<file path="config.mk">
export PLATFORM = sky130hd
export DESIGN_NAME = can_mode_ctrl
export DESIGN_NICKNAME = d
export VERILOG_FILES = /design/src/rtl/can_mode_pkg.sv /design/src/rtl/can_mode_hold_timer.sv /design/src/rtl/can_mode_next.sv /design/src/rtl/can_mode_drive.sv /design/src/rtl/can_mode_ctrl.sv
export SDC_FILE = /design/constraint.sdc
export NUM_CORES = 1
export LEC_CHECK = 0
export BUFFER_PORTS_ARGS = -buffer_cell sky130_fd_sc_hd__buf_2
export CAP_MARGIN = 20
export CORE_MARGIN = 5
export CORE_UTILIZATION = 46
export DETAILED_ROUTE_END_ITERATION = 10
export GPL_ROUTABILITY_DRIVEN = 0
export PLACE_DENSITY_LB_ADDON = 0.08
export SYNTH_ARGS = -nofsm -noshare
export SYNTH_HDL_FRONTEND = slang
export SYNTH_HIERARCHICAL = 1
export SYNTH_SLANG_ARGS = --single-unit
export TNS_END_PERCENT = 30
</file>
<file path="constraint.sdc">
create_clock -name clk -period 2.3 [get_ports clk]
set_clock_uncertainty 0.05 [all_clocks]
set_input_delay 0.345 -clock clk [delete_from_list [all_inputs] [get_ports clk]]
set_output_delay 0.345 -clock clk [all_outputs]
set_load 0.03 [all_outputs]
</file>
<file path="src/rtl/can_mode_pkg.sv">
package can_mode_pkg;

  typedef enum logic [4:0] {
    MODE_NORM  = 5'b00001,
    MODE_RXO   = 5'b00010,
    MODE_STBY  = 5'b00100,
    MODE_GTS   = 5'b01000,
    MODE_SLEEP = 5'b10000
  } mode_e;

  typedef struct packed {
    logic tx;
    logic rx_main;
    logic rx_lp;
    logic split;
    logic reg_sup;
  } drive_s;

  localparam drive_s DRIVE_RESET = '{tx: 1'b0, rx_main: 1'b0, rx_lp: 1'b1,
                                     split: 1'b0, reg_sup: 1'b1};

endpackage

</file>
<file path="src/rtl/can_mode_hold_timer.sv">
module can_mode_hold_timer #(
  parameter int HOLD_CYC = 16
) (
  input  logic clk,
  input  logic rst_n,
  input  logic in_gts,
  output logic hold_done
);
  localparam int CW = (HOLD_CYC > 2) ? $clog2(HOLD_CYC) : 1;
  localparam logic [CW-1:0] LAST = CW'(HOLD_CYC - 1);

  logic [CW-1:0] cnt_q, cnt_d;
  logic          cnt_upd;

  always_comb begin
    cnt_d = cnt_q;
    if (!in_gts)
      cnt_d = '0;
    else if (cnt_q != LAST)
      cnt_d = cnt_q + CW'(1);
  end

  assign cnt_upd = (cnt_d != cnt_q);

  always_ff @(posedge clk or negedge rst_n) begin
    if (!rst_n)
      cnt_q <= '0;
    else if (cnt_upd)
      cnt_q <= cnt_d;
  end

  assign hold_done = in_gts && (cnt_q == LAST);

  // any exit from go-to-sleep restarts the dwell count
  a_r5_cnt_restart: assert property (@(posedge clk) disable iff (!rst_n)
    !in_gts |=> cnt_q == '0);
  // the count never runs past the hold limit
  a_r5_cnt_bound: assert property (@(posedge clk) disable iff (!rst_n)
    cnt_q <= LAST);

endmodule

</file>
<file path="src/rtl/can_mode_next.sv">
module can_mode_next
  import can_mode_pkg::*;
(
  input  mode_e cur,
  input  logic  sel_active,
  input  logic  sel_enable,
  input  logic  flag_uv_sup,
  input  logic  flag_uv_bat,
  input  logic  flag_pwrup,
  input  logic  flag_wake,
  input  logic  hold_done,
  output mode_e nxt
);
  logic event_seen;
  assign event_seen = flag_wake | flag_pwrup;

  always_comb begin
    nxt = cur;
    if (flag_uv_sup)
      nxt = MODE_SLEEP;
    else if (flag_uv_bat)
      nxt = MODE_STBY;
    else if (sel_active)
      nxt = sel_enable ? MODE_NORM : MODE_RXO;
    else if (event_seen)
      nxt = MODE_STBY;
    else if (cur == MODE_SLEEP)
      nxt = MODE_SLEEP;
    else if (!sel_enable)
      nxt = MODE_STBY;
    else if (hold_done)
      nxt = MODE_SLEEP;
    else
      nxt = MODE_GTS;
  end

endmodule

</file>
<file path="src/rtl/can_mode_drive.sv">
module can_mode_drive
  import can_mode_pkg::*;
(
  input  mode_e  mode,
  output drive_s drv
);
  always_comb begin
    drv = DRIVE_RESET;
    case (mode)
      MODE_NORM:  drv = '{tx: 1'b1, rx_main: 1'b1, rx_lp: 1'b0, split: 1'b1, reg_sup: 1'b1};
      MODE_RXO:   drv = '{tx: 1'b0, rx_main: 1'b1, rx_lp: 1'b0, split: 1'b1, reg_sup: 1'b1};
      MODE_SLEEP: drv = '{tx: 1'b0, rx_main: 1'b0, rx_lp: 1'b1, split: 1'b0, reg_sup: 1'b0};
      default:    drv = DRIVE_RESET;
    endcase
  end
endmodule

</file>
<file path="src/rtl/can_mode_ctrl.sv">
module can_mode_ctrl
  import can_mode_pkg::*;
#(
  parameter int HOLD_CYC = 16
) (
  input  logic       clk,
  input  logic       rst_n,
  input  logic       sel_active,
  input  logic       sel_enable,
  input  logic       flag_uv_sup,
  input  logic       flag_uv_bat,
  input  logic       flag_pwrup,
  input  logic       flag_wake,
  output logic [4:0] mode_oh,
  output logic       tx_on,
  output logic       rx_main_on,
  output logic       rx_lp_on,
  output logic       split_on,
  output logic       reg_supply_on
);
  mode_e  mode_q, mode_d;
  drive_s drv_q, drv_d;
  logic   hold_done;
  logic   mode_upd;

  can_mode_hold_timer #(.HOLD_CYC(HOLD_CYC)) u_hold (
    .clk       (clk),
    .rst_n     (rst_n),
    .in_gts    (mode_q == MODE_GTS),
    .hold_done (hold_done)
  );

  can_mode_next u_next (
    .cur         (mode_q),
    .sel_active  (sel_active),
    .sel_enable  (sel_enable),
    .flag_uv_sup (flag_uv_sup),
    .flag_uv_bat (flag_uv_bat),
    .flag_pwrup  (flag_pwrup),
    .flag_wake   (flag_wake),
    .hold_done   (hold_done),
    .nxt         (mode_d)
  );

  can_mode_drive u_drive (
    .mode (mode_d),
    .drv  (drv_d)
  );

  assign mode_upd = (mode_d != mode_q);

  always_ff @(posedge clk or negedge rst_n) begin
    if (!rst_n) begin
      mode_q <= MODE_STBY;
      drv_q  <= DRIVE_RESET;
    end else if (mode_upd) begin
      mode_q <= mode_d;
      drv_q  <= drv_d;
    end
  end

  assign mode_oh       = mode_q;
  assign tx_on         = drv_q.tx;
  assign rx_main_on    = drv_q.rx_main;
  assign rx_lp_on      = drv_q.rx_lp;
  assign split_on      = drv_q.split;
  assign reg_supply_on = drv_q.reg_sup;

  a_r12_onehot: assert property (@(posedge clk) disable iff (!rst_n)
    $countones(mode_oh) == 1);
  a_r7_uv_sleep: assert property (@(posedge clk) disable iff (!rst_n)
    flag_uv_sup |=> mode_oh == 5'b10000);
  a_r8_bat_stby: assert property (@(posedge clk) disable iff (!rst_n)
    (!flag_uv_sup && flag_uv_bat) |=> mode_oh == 5'b00100);
  a_r10_reg_sup: assert property (@(posedge clk) disable iff (!rst_n)
    reg_supply_on == !mode_oh[4]);
  a_r11_tx_norm: assert property (@(posedge clk) disable iff (!rst_n)
    tx_on |-> mode_oh[0]);
  a_r11_rx_excl: assert property (@(posedge clk) disable iff (!rst_n)
    rx_lp_on != rx_main_on);
  a_r5_sleep_via_gts: assert property (@(posedge clk) disable iff (!rst_n)
    (mode_oh[4] && !$past(mode_oh[4]) && !$past(flag_uv_sup)) |-> $past(mode_oh[3]));
  a_r9_sleep_hold: assert property (@(posedge clk) disable iff (!rst_n)
    (mode_oh[4] && !sel_active && !flag_wake && !flag_pwrup && !flag_uv_bat) |=> mode_oh[4]);

endmodule

</file>
Yosys cells after proc, flatten, opt, wreduce, memory -nomap -nowiden. Index checks and enable logic that the tools add are counted.

Register bits: 14. Memories: 0. Bits in writable memories: 0. Bits in read-only memories: 0. Bits in latches: 0. Bits of input ports: 8. Logic and storage cells: 30.

Eq/ne operators: 9. Div/mod/pow operators: 0. Bitwise logic cells: 1. Reduce and logical (&&, ||, !) cells: 1. Shift-type cells: 0. $mul: 0. Magnitude comparators: 0. Add/subtract/negate cells: 1. Multiplexer cells: 11.

Operator list (number): 2-to-1 mux 5 bit (7); case mux 5 bit (3 select lines) (1); == test 5 bit, second input constant (2); 2-to-1 mux 4 bit (2); == test 5 x 1 -> 1 bit, second input constant (1); == test 5 x 2 -> 1 bit, second input constant (1); == test 5 x 4 -> 1 bit, second input constant (1); inequality test 5 bit (1); adder 4 x 1 -> 4 bit, second input constant (1); == test 4 bit, second input constant (1); inequality test 4 bit (1); inequality test 4 bit, second input constant (1); 2-to-1 mux 2 bit (1); logical AND 1 bit (1); OR 1 bit (1).

Longest topological paths before layout. Gate-level depths: netlist of the first run.

Depth after elaboration: 11. Gate-level depth with buffers: 10.

Cells and area by module. The synthesis of the first run kept the hierarchy.

By module, submodules not included: can_mode_ctrl (cells each 29, area each 411.6 um^2, times used 1); can_mode_hold_timer (cells each 19, area each 207.7 um^2, times used 1); can_mode_next (cells each 17, area each 103.8 um^2, times used 1); can_mode_drive (cells each 8, area each 55.1 um^2, times used 1).

Worst setup path before layout of the first run. Ideal clock, no wire load.

Path type: reg-to-reg. From: register mode_q[0] (netlist: mode_oh[0]). To: register drv_q, in the netlist rx_main_on. Data required time: 2.125 ns. Slack: -0.278 ns. Cell stages (with the launch flop): 10. Buffers on the path: 0. Arrival: 2.403 ns. Path through: dfrtp_1 -> nor4_1 -> and2_1 -> nand2_1 -> o41ai_1 -> a31o_2 -> xor2_1 -> nor3_2 -> nand3_2 -> mux2_2.

Longest elaborated chain between the ends: 11. Elaborated cells on any way between the ends: 15. Those cells by class: 6 x eq/ne; 8 x mux; 1 x reduce/logical.

RTL lines: start: declaration (line can_mode_ctrl.sv:21) `mode_e mode_q, mode_d;`; start signal: assignment (line can_mode_ctrl.sv:57) `mode_q <= mode_d;`; == test 5 x 4 -> 1 bit * (line can_mode_ctrl.sv:29) `.in_gts (mode_q == MODE_GTS),`; logical AND 1 bit * (line can_mode_hold_timer.sv:32) `assign hold_done = in_gts && (cnt_q == LAST);`; net hold_done (line can_mode_ctrl.sv:23) `logic hold_done;`; 2-to-1 mux 5 bit * (line can_mode_next.sv:31) `else if (hold_done)`; 2-to-1 mux 5 bit * (line can_mode_next.sv:29) `else if (!sel_enable)`; 2-to-1 mux 5 bit * (line can_mode_next.sv:27) `else if (cur == MODE_SLEEP)`; 2-to-1 mux 5 bit * (line can_mode_next.sv:25) `else if (event_seen)`; 2-to-1 mux 5 bit * (line can_mode_next.sv:23) `else if (sel_active)`; 2-to-1 mux 5 bit * (line can_mode_next.sv:21) `else if (flag_uv_bat)`; 2-to-1 mux 5 bit * (line can_mode_next.sv:19) `if (flag_uv_sup)`; net mode_d[4] (line can_mode_ctrl.sv:21); == test 5 bit (tied with other cells) (line can_mode_drive.sv:9) `case (mode)`; case mux 5 bit (3 select lines) (line can_mode_drive.sv:9); end signal: assignment (line can_mode_ctrl.sv:58) `drv_q <= drv_d;`; end: declaration (line can_mode_ctrl.sv:22) `drive_s drv_q, drv_d;`.

Mark *: on every way through the listed nets, which the timed path passes. The rest lies on a longest branch. A chain may end at the register's enable or synchronous reset.

Final worst setup path of the first run.
From: register u_hold.cnt_q[1]. To: register drv_q, in the netlist split_on.

Longest elaborated chain between the ends: 11. Elaborated cells on any way between the ends: 14. Those cells by class: 5 x eq/ne; 8 x mux; 1 x reduce/logical.

RTL lines: start: declaration (line can_mode_hold_timer.sv:12) `logic [CW-1:0] cnt_q, cnt_d;`; start signal: assignment (line can_mode_hold_timer.sv:29) `cnt_q <= cnt_d;`; == test 4 bit * (line can_mode_hold_timer.sv:32); logical AND 1 bit * (line can_mode_hold_timer.sv:32); net hold_done (line can_mode_ctrl.sv:23); 2-to-1 mux 5 bit * (line can_mode_next.sv:31); 2-to-1 mux 5 bit * (line can_mode_next.sv:29); 2-to-1 mux 5 bit * (line can_mode_next.sv:27); 2-to-1 mux 5 bit * (line can_mode_next.sv:25); 2-to-1 mux 5 bit * (line can_mode_next.sv:23); 2-to-1 mux 5 bit * (line can_mode_next.sv:21); 2-to-1 mux 5 bit * (line can_mode_next.sv:19); net mode_d[4] (line can_mode_ctrl.sv:21); == test 5 bit (tied with other cells) (line can_mode_drive.sv:9); case mux 5 bit (3 select lines) (line can_mode_drive.sv:9).

Marked as above.

==> out/metrics.csv, run 1 <==
metric;value;unit
status;finished clean;
Synth area leaders;sky130_fd_sc_hd__dfrtp_1, sky130_fd_sc_hd__dfstp_2, sky130_fd_sc_hd__mux2_2;
critical path data required time;2.42;ns
cell taking the most area after synthesis;sky130_fd_sc_hd__dfrtp_1;
crit path capture type;register;
diode insertion count for antenna repair;0;
number of distinct library cell variants in the gate-level netlist after synthesis;34;
post-synthesis register bit count;14;
post-route antenna net violation count;0;
launching point of the worst reg2reg path;u_hold/cnt_q[1];
proportion of synthesized chip area in sequential cells;0.455;
leading cell types by count after synthesis;sky130_fd_sc_hd__dfrtp_1, sky130_fd_sc_hd__mux2_2, sky130_fd_sc_hd__nand2_1;
pins over their slew limit;0;
setup violators final;0;
Starting Density;0.499;
min-delay worst type;input port to register;
vertical extent of the die;51.1;um
internal power summed over all cells;0.394;mW
Peak VDD IR;0.000263;V
Worst slew margin;0.752;
final-report hold violation count;0;
RSZ-0062 raised after global routing;yes;
highest clock frequency the design can meet;450;MHz
net switching fraction of the power;0.265;
DRC violations left;0;
dominant combinational cell family by area after synthesis;simple AND/OR/NAND/NOR gates;
number of buffers created by CTS;3;
NetSw;0.142;mW
basic-gate share of the synthesized area counting and, or, nand and nor cells;0.232;
XOR/XNOR Fraction of Synth Area;0.0675;
shortest clock period the worst path allows after layout;2.22;ns
CTS Root Buffer Type;sky130_fd_sc_hd__clkbuf_4;
Post-Syn Area;778;um^2
H-tree level count;1;
Final Net Count;109;
total global routing track utilization;0.143;
first-pass GRT wire length;2820;um
Skew-Pair Late Insertion Delay;0.28;ns
number of top-level design ports;18;
Design Power;0.535;mW
Critical path destination;split_on;
yosys warns;6;
transition at the pin with the smallest max-transition slack;0.368;ns
arrival time of the worst setup path;2.34;ns
part of the power in the clock network;0.329;
maximum buffer depth of the clock tree;2;
core occupancy in the finished layout;0.659;
final cycle utilization of the critical path;0.966;
Post-synth top flop;sky130_fd_sc_hd__dfrtp_1;
capturing point of the worst reg2reg path;split_on;
total leakage power;0.499;nW
depth of the worst register-to-register path;10;
Port Buffers;17;
power density over the cells;521;nW/um^2
sequential share of power;0.495;
cells after synthesis;73;
clock-pin slew on the worst setup and hold paths;0.08;ns
Horiz. Die Dim;51.1;um
maximum number of pins on one net before global-route repair;15;
reg-to-reg slack, setup;0.08;ns
router iterations before antenna repair;4;
layout overhead on the synthesized area;32.0;%
delay of the slowest cell on the worst path;0.41;ns
fraction of the mapped netlist area in compound gates;0.0804;
site row count;14;
post-detailed-route via-to-cell ratio;5.54;
clock net sink count;14;
slowest library cell on the worst path;sky130_fd_sc_hd__dfrtp_1;
kind of start point of the critical path;register;
worst path buffer plus inverter count;0;
average instance area after synthesis;10.7;um^2
proportion of synthesized flip-flops having asynchronous set or reset;1.00;
top fanout value on the critical path;5;
CTS tree;yes;
via count of the first global-routing pass;632;
total core area;1560;um^2
Combinational Power Share;0.176;
routed length per instance;14.3;um
cell family contributing the most delay on the critical path;simple AND/OR/NAND/NOR gates;
net count of the mapped netlist;82;
depth of the critical timing path with buffers and inverters included;10;
layout cells sized above 1;0.535;
portion of synthesized cell area occupied by the leading cell type;0.354;
origin of the worst setup path;u_hold/cnt_q[1];
adder-cell area share of the yosys netlist;0.0161;
HPWL reported at the end of detailed placement;1240;um
routed wire length;1640;um
drt initial violations;10;
mux cell area share after synthesis;0.0981;
area of the die;2610;um^2
antenna violations before repair;0;
most used standard cell by instance count after synthesis;sky130_fd_sc_hd__dfrtp_1;
Max-Cap Viols;0;
gr ovfl total;0;
cells along the critical path;ha_2 -> and3_4 -> and2_4 -> nand2_2 -> o41ai_2 -> a31o_2 -> xor2_1 -> nor3_2 -> nand3_2 -> mux2_4;
number of flops mapped to enable cells by yosys;0;
total vias in the final route;637;
kind of critical path;register to register;
## flip-flops by register name, indices dropped and copies added, names as in the netlist
signal         cells
rx_main_on         1
rx_lp_on           1
u_hold/cnt_q       4
tx_on              1
reg_supply_on      1
split_on           1
mode_oh            5
## what timing repair did
item | 4_1_cts | 5_1_grt
setup buffers | 0 | 1
hold buffers | 1 | 0
setup endpoints to repair | 0 | 5
resized for setup | 0 | 1
hold endpoints to repair | 11 | 0
## cells by family (layout without fill, tap and decap cells)
group	after synthesis	in the layout
mux	7	7
simple gates	29	29
buf+inv	8	34
xor+xnor	6	6
flops	14	14
compound gates	8	8
fa+ha+maj	1	1
## through the flow
stage | TNS (ns) | hold slack [ns] | cells | worst slack [ns] | cell area (um^2)
6_report | 0 | 0.348 | 115 | 0.0778 | 1030
5_1_grt | -0.0908 | 0.349 | 115 | -0.0346 | 1030
3_3_place_gp | 0 | 0.201 | 109 | 0.101 | 971
2_1_floorplan | -0.103 | -0.000591 | 73 | -0.0335 | 831
3_5_place_dp | 0 | 0.202 | 109 | 0.0501 | 971
4_1_cts | 0 | 0.343 | 114 | 0.0339 | 1020
## tightest hold or removal path, stage by stage
cell and delay (ns):
sky130_fd_sc_hd__buf_2 0.10, sky130_fd_sc_hd__nor4b_1 0.05, sky130_fd_sc_hd__buf_4 0.15
## area by class of cell
| type | count | area (um^2) |
|---|---|---|
| multi-input combinational | 51 | 438 |
| tap | 16 | 20.0 |
| clock buffer | 4 | 36.3 |
| inverter | 2 | 7.51 |
| timing repair buffer | 28 | 170 |
| fill | 133 | 532 |
| sequential | 14 | 355 |
## cells in the final DEF, fill, tap and decap left out, types with 3 or more instances in the layout
cell                        n
sky130_fd_sc_hd__buf_2     17
sky130_fd_sc_hd__buf_4     10
sky130_fd_sc_hd__clkbuf_4   3
sky130_fd_sc_hd__dfrtp_1   10
sky130_fd_sc_hd__dfstp_2    3
sky130_fd_sc_hd__mux2_4     3
sky130_fd_sc_hd__nand2_1    4
sky130_fd_sc_hd__nor4_1     3
sky130_fd_sc_hd__xnor2_1    3
sky130_fd_sc_hd__xor2_1     3
## routing by layer
| metal | share of wire | global-route usage |
|---|---|---|
| met5 | 0 | 0 |
| met4 | 0.012 | 0.0538 |
| met3 | 0.073 | 0.0378 |
| met2 | 0.43 | 0.206 |
| met1 | 0.49 | 0.203 |
## worst min path at each step
stage                     start               to  slack [ns]  depth (start not counted)
floorplan                 rst_n       mode_oh[0]     -0.0006                          0
global placement          rst_n  u_hold/cnt_q[0]        0.20                          1
detailed placement        rst_n  u_hold/cnt_q[1]        0.20                          1
CTS                 flag_uv_sup       mode_oh[2]        0.34                          3
global route        flag_uv_bat       mode_oh[1]        0.35                          3
finish              flag_uv_bat       mode_oh[1]        0.35                          3
## power groups by stage
stage | combinational (mW) | clock (mW) | sequential, mW
finish | 0.0943 | 0.176 | 0.265
global route | 0.102 | 0.193 | 0.266
CTS | 0.0949 | 0.180 | 0.265
detailed placement | 0.0933 | 0 | 0.269
global placement | 0.0929 | 0 | 0.269
floorplan | 0.0430 | 0 | 0.287
(Power assumes the default switching activity.)
==> inputs of run 2 (changes only) <==
--- a/config.mk
+++ b/config.mk
@@ -5,10 +5,11 @@
 export SDC_FILE = /design/constraint.sdc
 export NUM_CORES = 1
 export LEC_CHECK = 0
+export ABC_AREA = 1
 export BUFFER_PORTS_ARGS = -buffer_cell sky130_fd_sc_hd__buf_2
 export CAP_MARGIN = 20
 export CORE_MARGIN = 5
-export CORE_UTILIZATION = 46
+export CORE_UTILIZATION = 48
 export DETAILED_ROUTE_END_ITERATION = 10
 export GPL_ROUTABILITY_DRIVEN = 0
 export PLACE_DENSITY_LB_ADDON = 0.08
==> run 2 against run 1 <==
  * Design area increased by 2.4%
  * Largest cell class unchanged
  * Synthesized cell count increased by 78%
  * Via count increased by 32%
  * Worst hold slack got worse by 0.039 ns
  * Clock power about the same
  * Global-route usage increased by 0.90 points
  * Count of clock-buffer cells in the layout unchanged
  * Sequential power increased by 2%
==> out/metrics.csv, run 2 <==
metric;value;unit;change
transition at the pin with the smallest max-transition slack;0.359;ns;-0.00841 ns
Synth area leaders;sky130_fd_sc_hd__dfrtp_1, sky130_fd_sc_hd__nand2_1, sky130_fd_sc_hd__dfstp_2;;
yosys warns;6;;unchanged
DRC violations left;0;;unchanged
core occupancy in the finished layout;0.596;;-0.0625
shortest clock period the worst path allows after layout;2.03;ns;-0.188 ns
via count of the first global-routing pass;754;;+19%
router iterations before antenna repair;4;;unchanged
kind of critical path;register to register;;
setup bufs post-CTS;0;;unchanged
pins over their slew limit;0;;unchanged
net count of the mapped netlist;139;;+70%
portion of synthesized cell area occupied by the leading cell type;0.302;;-0.0515
critical path data required time;2.43;ns;about the same
routed length per instance;10.2;um;-28%
TNS Setup;0;ns;unchanged
internal power summed over all cells;0.397;mW;+0.84%
most used cell along the critical path;sky130_fd_sc_hd__nand2_1;;
post-route antenna net violation count;0;;unchanged
routed wire length;1770;um;+8.0%
proportion of synthesized chip area in sequential cells;0.389;;-0.0662
total leakage power;0.564;nW;+13%
number of distinct library cell variants in the gate-level netlist after synthesis;23;;-32%
final cycle utilization of the critical path;0.884;;-0.0819
top fanout value on the critical path;6;;+1
clock net sink count;14;;unchanged
kind of start point of the critical path;register;;
gr ovfl total;0;;unchanged
highest clock frequency the design can meet;492;MHz;+9.3%
post-synthesis register bit count;14;;unchanged
Max-Cap Viols;0;;unchanged
final-report hold violation count;0;;unchanged
Final Net Count;158;;+45%
total core area;1760;um^2;+13%
maximum buffer depth of the clock tree;2;;unchanged
cell taking the most area after synthesis;sky130_fd_sc_hd__dfrtp_1;;
Peak VDD IR;0.000238;V;-9.6%
site row count;15;;+1
setup violators final;0;;unchanged
total global routing track utilization;0.152;;+0.00901
CTS tree;yes;;
cells along the critical path;inv_1 -> nand4_1 -> nor2_1 -> nand2_1 -> inv_1 -> nand2_1 -> nand2_1 -> nand3b_1 -> nand2_1 -> xnor2_2 -> nand3_4 -> nand2_1 -> nand2_1;;
Post-synth top flop;sky130_fd_sc_hd__dfrtp_1;;
net switching fraction of the power;0.300;;+0.0351
Horiz. Die Dim;53.6;um;+4.8%
total vias in the final route;838;;+32%
maximum number of pins on one net before global-route repair;15;;unchanged
CTS Root Buffer Type;sky130_fd_sc_hd__clkbuf_4;;
layout filler cell count;189;;+42%
slowest library cell on the worst path;sky130_fd_sc_hd__dfstp_2;;
final setup margin;0.266;ns;+0.188 ns
sequential share of power;0.477;;-0.018
area of the die;2870;um^2;+9.7%
Skew-Pair Late Insertion Delay;0.28;ns;about the same
leading cell types in the layout, fill and taps excluded;sky130_fd_sc_hd__nand2_1, sky130_fd_sc_hd__inv_1, sky130_fd_sc_hd__buf_2;;
arrival time of the worst setup path;2.16;ns;-0.18 ns
most used standard cell by instance count after synthesis;sky130_fd_sc_hd__nand2_1;;
design area;1050;um^2;+2.4%
clock-pin slew on the worst setup and hold paths;0.08;ns;about the same
RSZ-0062 raised after global routing;no;;
number of flops mapped to enable cells by yosys;0;;unchanged
layout cells sized above 1;0.257;;-0.279
delay of the slowest cell on the worst path;0.56;ns;+0.15 ns
vertical extent of the die;53.6;um;+4.8%
post-detailed-route via-to-cell ratio;4.84;;-13%
Post-Syn Area;911;um^2;+17%
leading cell types by count after synthesis;sky130_fd_sc_hd__nand2_1, sky130_fd_sc_hd__inv_1, sky130_fd_sc_hd__dfrtp_1, sky130_fd_sc_hd__nor2_1, sky130_fd_sc_hd__nand4_1;;
diode insertion count for antenna repair;0;;unchanged
number of buffers created by CTS;3;;unchanged
first-pass GRT wire length;3040;um;+7.9%
power density over the cells;539;nW/um^2;+3.4%
Combinational Power Share;0.208;;+0.032
part of the power in the clock network;0.315;;-0.014
min-delay worst type;input port to register;;
dpl cell area;1010;um^2;+3.6%
HPWL reported at the end of detailed placement;1410;um;+14%
NetSw;0.170;mW;+20%
Starting Density;0.516;;+0.0171
cells after synthesis;130;;+78%
Design Power;0.567;mW;+5.9%
antenna violations before repair;0;;unchanged
H-tree level count;1;;unchanged
most frequent standard cell in the layout excluding fill and tap cells;sky130_fd_sc_hd__nand2_1;;
number of flip-flops under the largest register name;5;;unchanged
drt initial violations;15;;+5
Port Buffers;17;;unchanged
status;finished clean;;
number of top-level design ports;18;;unchanged
crit path capture type;register;;
layout overhead on the synthesized area;15.5;%;
placement-stage worst setup slack;0.257;ns;+0.207 ns
average instance area after synthesis;7.01;um^2;-34%
Worst slew margin;0.759;;+0.00669
proportion of synthesized flip-flops having asynchronous set or reset;1.00;;unchanged
==> run 2: changes by cell type after synthesis, moves of 3 or more <==
cell / previous run / this run
sky130_fd_sc_hd__nand2_1: 5 / 50
sky130_fd_sc_hd__nor2_2: 0 / 4
sky130_fd_sc_hd__xnor2_1: 3 / 0
sky130_fd_sc_hd__nor4_1: 4 / 0
sky130_fd_sc_hd__xor2_1: 3 / 0
sky130_fd_sc_hd__nand4_1: 1 / 8
sky130_fd_sc_hd__mux2_2: 5 / 0
sky130_fd_sc_hd__nor2_1: 2 / 11
sky130_fd_sc_hd__nand2b_1: 3 / 0
sky130_fd_sc_hd__inv_1: 2 / 20
==> run 2: layout make-up <==
| cell class | count | area [um^2] | area share |
|---|---|---|---|
| inverters | 21 | 78.8 | 0.0749 |
| clock buffers | 4 | 36.3 | 0.0345 |
| flip-flops and latches | 14 | 354 | 0.337 |
| well taps | 25 | 31.3 | 0.0297 |
| repair buffers | 20 | 110 | 0.105 |
| multi-input cells | 89 | 442 | 0.420 |
==> run 2: path summary, 6_finish.rpt <==
check	from	to	slack (ns)	cells after the start
max	mode_oh[2]	tx_on	0.27	13
min	flag_wake	mode_oh[3]	0.31	4
max reg2reg	mode_oh[2]	tx_on	0.27	13
min reg2reg	rx_lp_on	rx_lp_on	0.45	2
max in group asynchronous	rst_n	reg_supply_on	1.48	2
min in group asynchronous	rst_n	tx_on	0.43	2
==> run 2: per-stage QoR <==
| step | hold WS [ns] | cells |
|---|---|---|
| global route | 0.337 | 173 |
| CTS | 0.302 | 173 |
| floorplan | -0.000591 | 130 |
| global placement | 0.206 | 168 |
| detailed placement | 0.206 | 168 |
| finish | 0.309 | 173 |
==> run 2: power by group through the flow <==
stage	Combinational, mW	Sequential (mW)	Clock, mW
after CTS	0.120	0.271	0.186
after global placement	0.117	0.274	0
after floorplan	0.0632	0.297	0
after detailed placement	0.118	0.275	0
after global routing	0.131	0.272	0.193
final	0.118	0.270	0.179
==> run 2: kinds of logic after synthesis <==
kind of cell	after synthesis	share of synthesized area
AO/OA/AOI/OAI	3	0.0220
AND/OR/NAND/NOR	84	0.431
XOR/XNOR	1	0.0179
flip-flops	14	0.389
adder cells (fa/ha/maj)	1	0.0137
buffers and inverters	27	0.126
==> run 2: critical path: cells and delay by family (launching register included) <==
family                    cells  cell delay (ns)
xor gates and xnor gates      1             0.35
buffers and inverters         2             0.12
DFF                           1             0.56
and+or+nand+nor              10             0.85
==> run 2: per-layer routing <==
layer,track usage,vias up,wire length (um)
li1,-,436,-
met1,0.172,384,814
met2,0.253,14,844
met3,0.0332,4,65
met4,0.102,0,46
met5,0,-,0
==> run 2: repair_timing <==
item	4_1_cts	5_1_grt
hold buffers	1	0
hold endpoints to repair	11	0
gates resized for setup	0	0
==> inputs of run 3 (changes only) <==
--- a/config.mk
+++ b/config.mk
@@ -12,7 +12,8 @@
 export CORE_UTILIZATION = 48
 export DETAILED_ROUTE_END_ITERATION = 10
 export GPL_ROUTABILITY_DRIVEN = 0
-export PLACE_DENSITY_LB_ADDON = 0.08
+export PLACE_DENSITY = 0.76
+export SLEW_MARGIN = 20
 export SYNTH_ARGS = -nofsm -noshare
 export SYNTH_HDL_FRONTEND = slang
 export SYNTH_HIERARCHICAL = 1
==> run 3 against run 2 <==
  * Maximum frequency about the same
  * Sequential power about the same
  * Design area increased by 0.48%
  * Critical path type unchanged
  * Routed wire length increased by 1.4%
  * Highest routed layer unchanged
  * Final cell count unchanged
  * Clock power decreased by 2%
  * Sequential cell count unchanged
  * Sequential share of layout area decreased by 0.16 points
  * Non-clock buffer count unchanged
  * Setup slack got worse by 0.0013 ns
==> out/metrics.csv, run 3 (synthesis gave the netlist of run 2 again) <==
metric;value;unit;change
post-detailed-route via-to-cell ratio;4.64;;-4.2%
Horiz. Die Dim;53.6;um;unchanged
final setup margin;0.265;ns;-0.00132 ns
site row count;15;;unchanged
HPWL reported at the end of detailed placement;1440;um;+1.9%
routed wire length;1800;um;+1.4%
kind of critical path;register to register;;
most frequent standard cell in the layout excluding fill and tap cells;sky130_fd_sc_hd__nand2_1;;
Skew-Pair Late Insertion Delay;0.27;ns;about the same
core occupancy in the finished layout;0.599;;+0.00284
post-route antenna net violation count;0;;unchanged
CTS Root Buffer Type;sky130_fd_sc_hd__clkbuf_4;;
gr ovfl total;0;;unchanged
setup violators final;0;;unchanged
total global routing track utilization;0.143;;-0.00841
highest clock frequency the design can meet;491;MHz;about the same
design area;1060;um^2;+0.48%
diode insertion count for antenna repair;0;;unchanged
met1 track utilization from global routing;0.179;;+0.00639
transition at the pin with the smallest max-transition slack;0.356;ns;-0.00398 ns
number of placed instances, taps included;168;;unchanged
sequential share of power;0.478;;about the same
Port Buffers;17;;unchanged
RSZ-0062 raised after global routing;no;;
routed length per instance;10.4;um;+1.4%
clock net sink count;14;;unchanged
layout cells sized above 1;0.257;;unchanged
maximum number of pins on one net before global-route repair;15;;unchanged
drt initial violations;18;;+3
Design Power;0.565;mW;-0.29%
status;finished clean;;
area of the die;2870;um^2;unchanged
maximum buffer depth of the clock tree;2;;unchanged
internal power summed over all cells;0.397;mW;about the same
Starting Density;0.516;;unchanged
layout overhead on the synthesized area;16.1;%;
Worst slew margin;0.762;;+0.00267
Final Hold Slack;0.336;ns;+0.0270 ns
reg-to-reg slack, setup;0.26;ns;about the same
Combinational Power Share;0.213;;+0.005
H-tree level count;1;;unchanged
number of top-level design ports;18;;unchanged
net switching fraction of the power;0.298;;-0.00166
part of the power in the clock network;0.309;;-0.006
Global Route met3 Usage;0.0332;;unchanged
shortest clock period the worst path allows after layout;2.04;ns;+0.00132 ns
final cycle utilization of the critical path;0.885;;about the same
TNS Setup;0;ns;unchanged
leading cell types in the layout, fill and taps excluded;sky130_fd_sc_hd__nand2_1, sky130_fd_sc_hd__inv_1, sky130_fd_sc_hd__buf_2;;
placement-stage worst setup slack;0.249;ns;-0.00861 ns
arrival time of the worst setup path;2.15;ns;about the same
power density over the cells;535;nW/um^2;-0.77%
Peak VDD IR;0.000326;V;+37%
router iterations before antenna repair;4;;unchanged
crit path capture type;register;;
DRC violations left;0;;unchanged
total vias in the final route;803;;-4.2%
number of flip-flops under the largest register name;5;;unchanged
total core area;1760;um^2;unchanged
final-report hold violation count;0;;unchanged
clock-pin slew on the worst setup and hold paths;0.09;ns;about the same
CTS tree;yes;;
first-pass GRT wire length;2990;um;-1.4%
Max-Cap Viols;0;;unchanged
dpl cell area;1010;um^2;unchanged
non-filler instance count after layout;173;;unchanged
met2 Resource Use GR;0.247;;-0.00612
number of buffers created by CTS;3;;unchanged
critical path data required time;2.42;ns;about the same
via count of the first global-routing pass;709;;-6.0%
kind of start point of the critical path;register;;
antenna violations before repair;0;;unchanged
pins over their slew limit;0;;unchanged
min-delay worst type;input port to register;;
Final Net Count;158;;unchanged
vertical extent of the die;53.6;um;unchanged
total leakage power;0.564;nW;about the same
NetSw;0.169;mW;-0.85%
busiest layer in global routing;met2;;
top fanout value on the critical path;6;;unchanged
setup bufs post-CTS;0;;unchanged
layout filler cell count;172;;-9.0%
## run 3: critical path, stage by stage, from the launching register on
cell                       delay (ns)
sky130_fd_sc_hd__dfrtp_1         0.42
sky130_fd_sc_hd__ha_1            0.23
sky130_fd_sc_hd__inv_1           0.06
sky130_fd_sc_hd__nor2_2          0.15
sky130_fd_sc_hd__nand2_1         0.09
sky130_fd_sc_hd__inv_1           0.10
sky130_fd_sc_hd__nand2_1         0.06
sky130_fd_sc_hd__nand2_1         0.06
sky130_fd_sc_hd__nand3b_1        0.07
sky130_fd_sc_hd__nand2_1         0.18
sky130_fd_sc_hd__xnor2_2         0.21
sky130_fd_sc_hd__nand3_4         0.14
sky130_fd_sc_hd__nand2_1         0.08
sky130_fd_sc_hd__nand2_1         0.05
## run 3: worst paths after layout
kind,cells after the start,startpoint,to
max in group asynchronous,2,rst_n,reg_supply_on
min reg2reg,2,rx_lp_on,rx_lp_on
max reg2reg,13,u_hold/cnt_q[0],tx_on
max,13,u_hold/cnt_q[0],tx_on
min,3,flag_uv_bat,mode_oh[2]
min in group asynchronous,2,rst_n,mode_oh[3]
## run 3: layer usage
layer / part of all wire / vias up
li1: - / 431
met1: 0.46 / 361
met2: 0.50 / 9
met3: 0.033 / 2
met4: 0.0050 / 0
met5: 0 / -
## run 3: repair_timing
action	in CTS	in global routing
hold endpoints to repair	11	0
endpoints found under the setup margin	0	1
resized for setup	0	1
hold buffers	1	0
## run 3: layout make-up
cell class,count,area [um^2],share of cell area
clock buffer,4,36.3,0.0343
inverter,21,78.8,0.0746
multi-input combinational,89,447,0.422
sequential,14,354,0.335
tap,25,31.3,0.0296
timing repair buffer,20,110,0.104
## run 3: power groups by stage
stage	clock, mW	sequential, mW	combinational (mW)
3_5_place_dp	0	0.275	0.119
6_report	0.175	0.270	0.120
4_1_cts	0.179	0.270	0.120
2_1_floorplan	0	0.297	0.0632
5_1_grt	0.191	0.272	0.131
3_3_place_gp	0	0.275	0.117
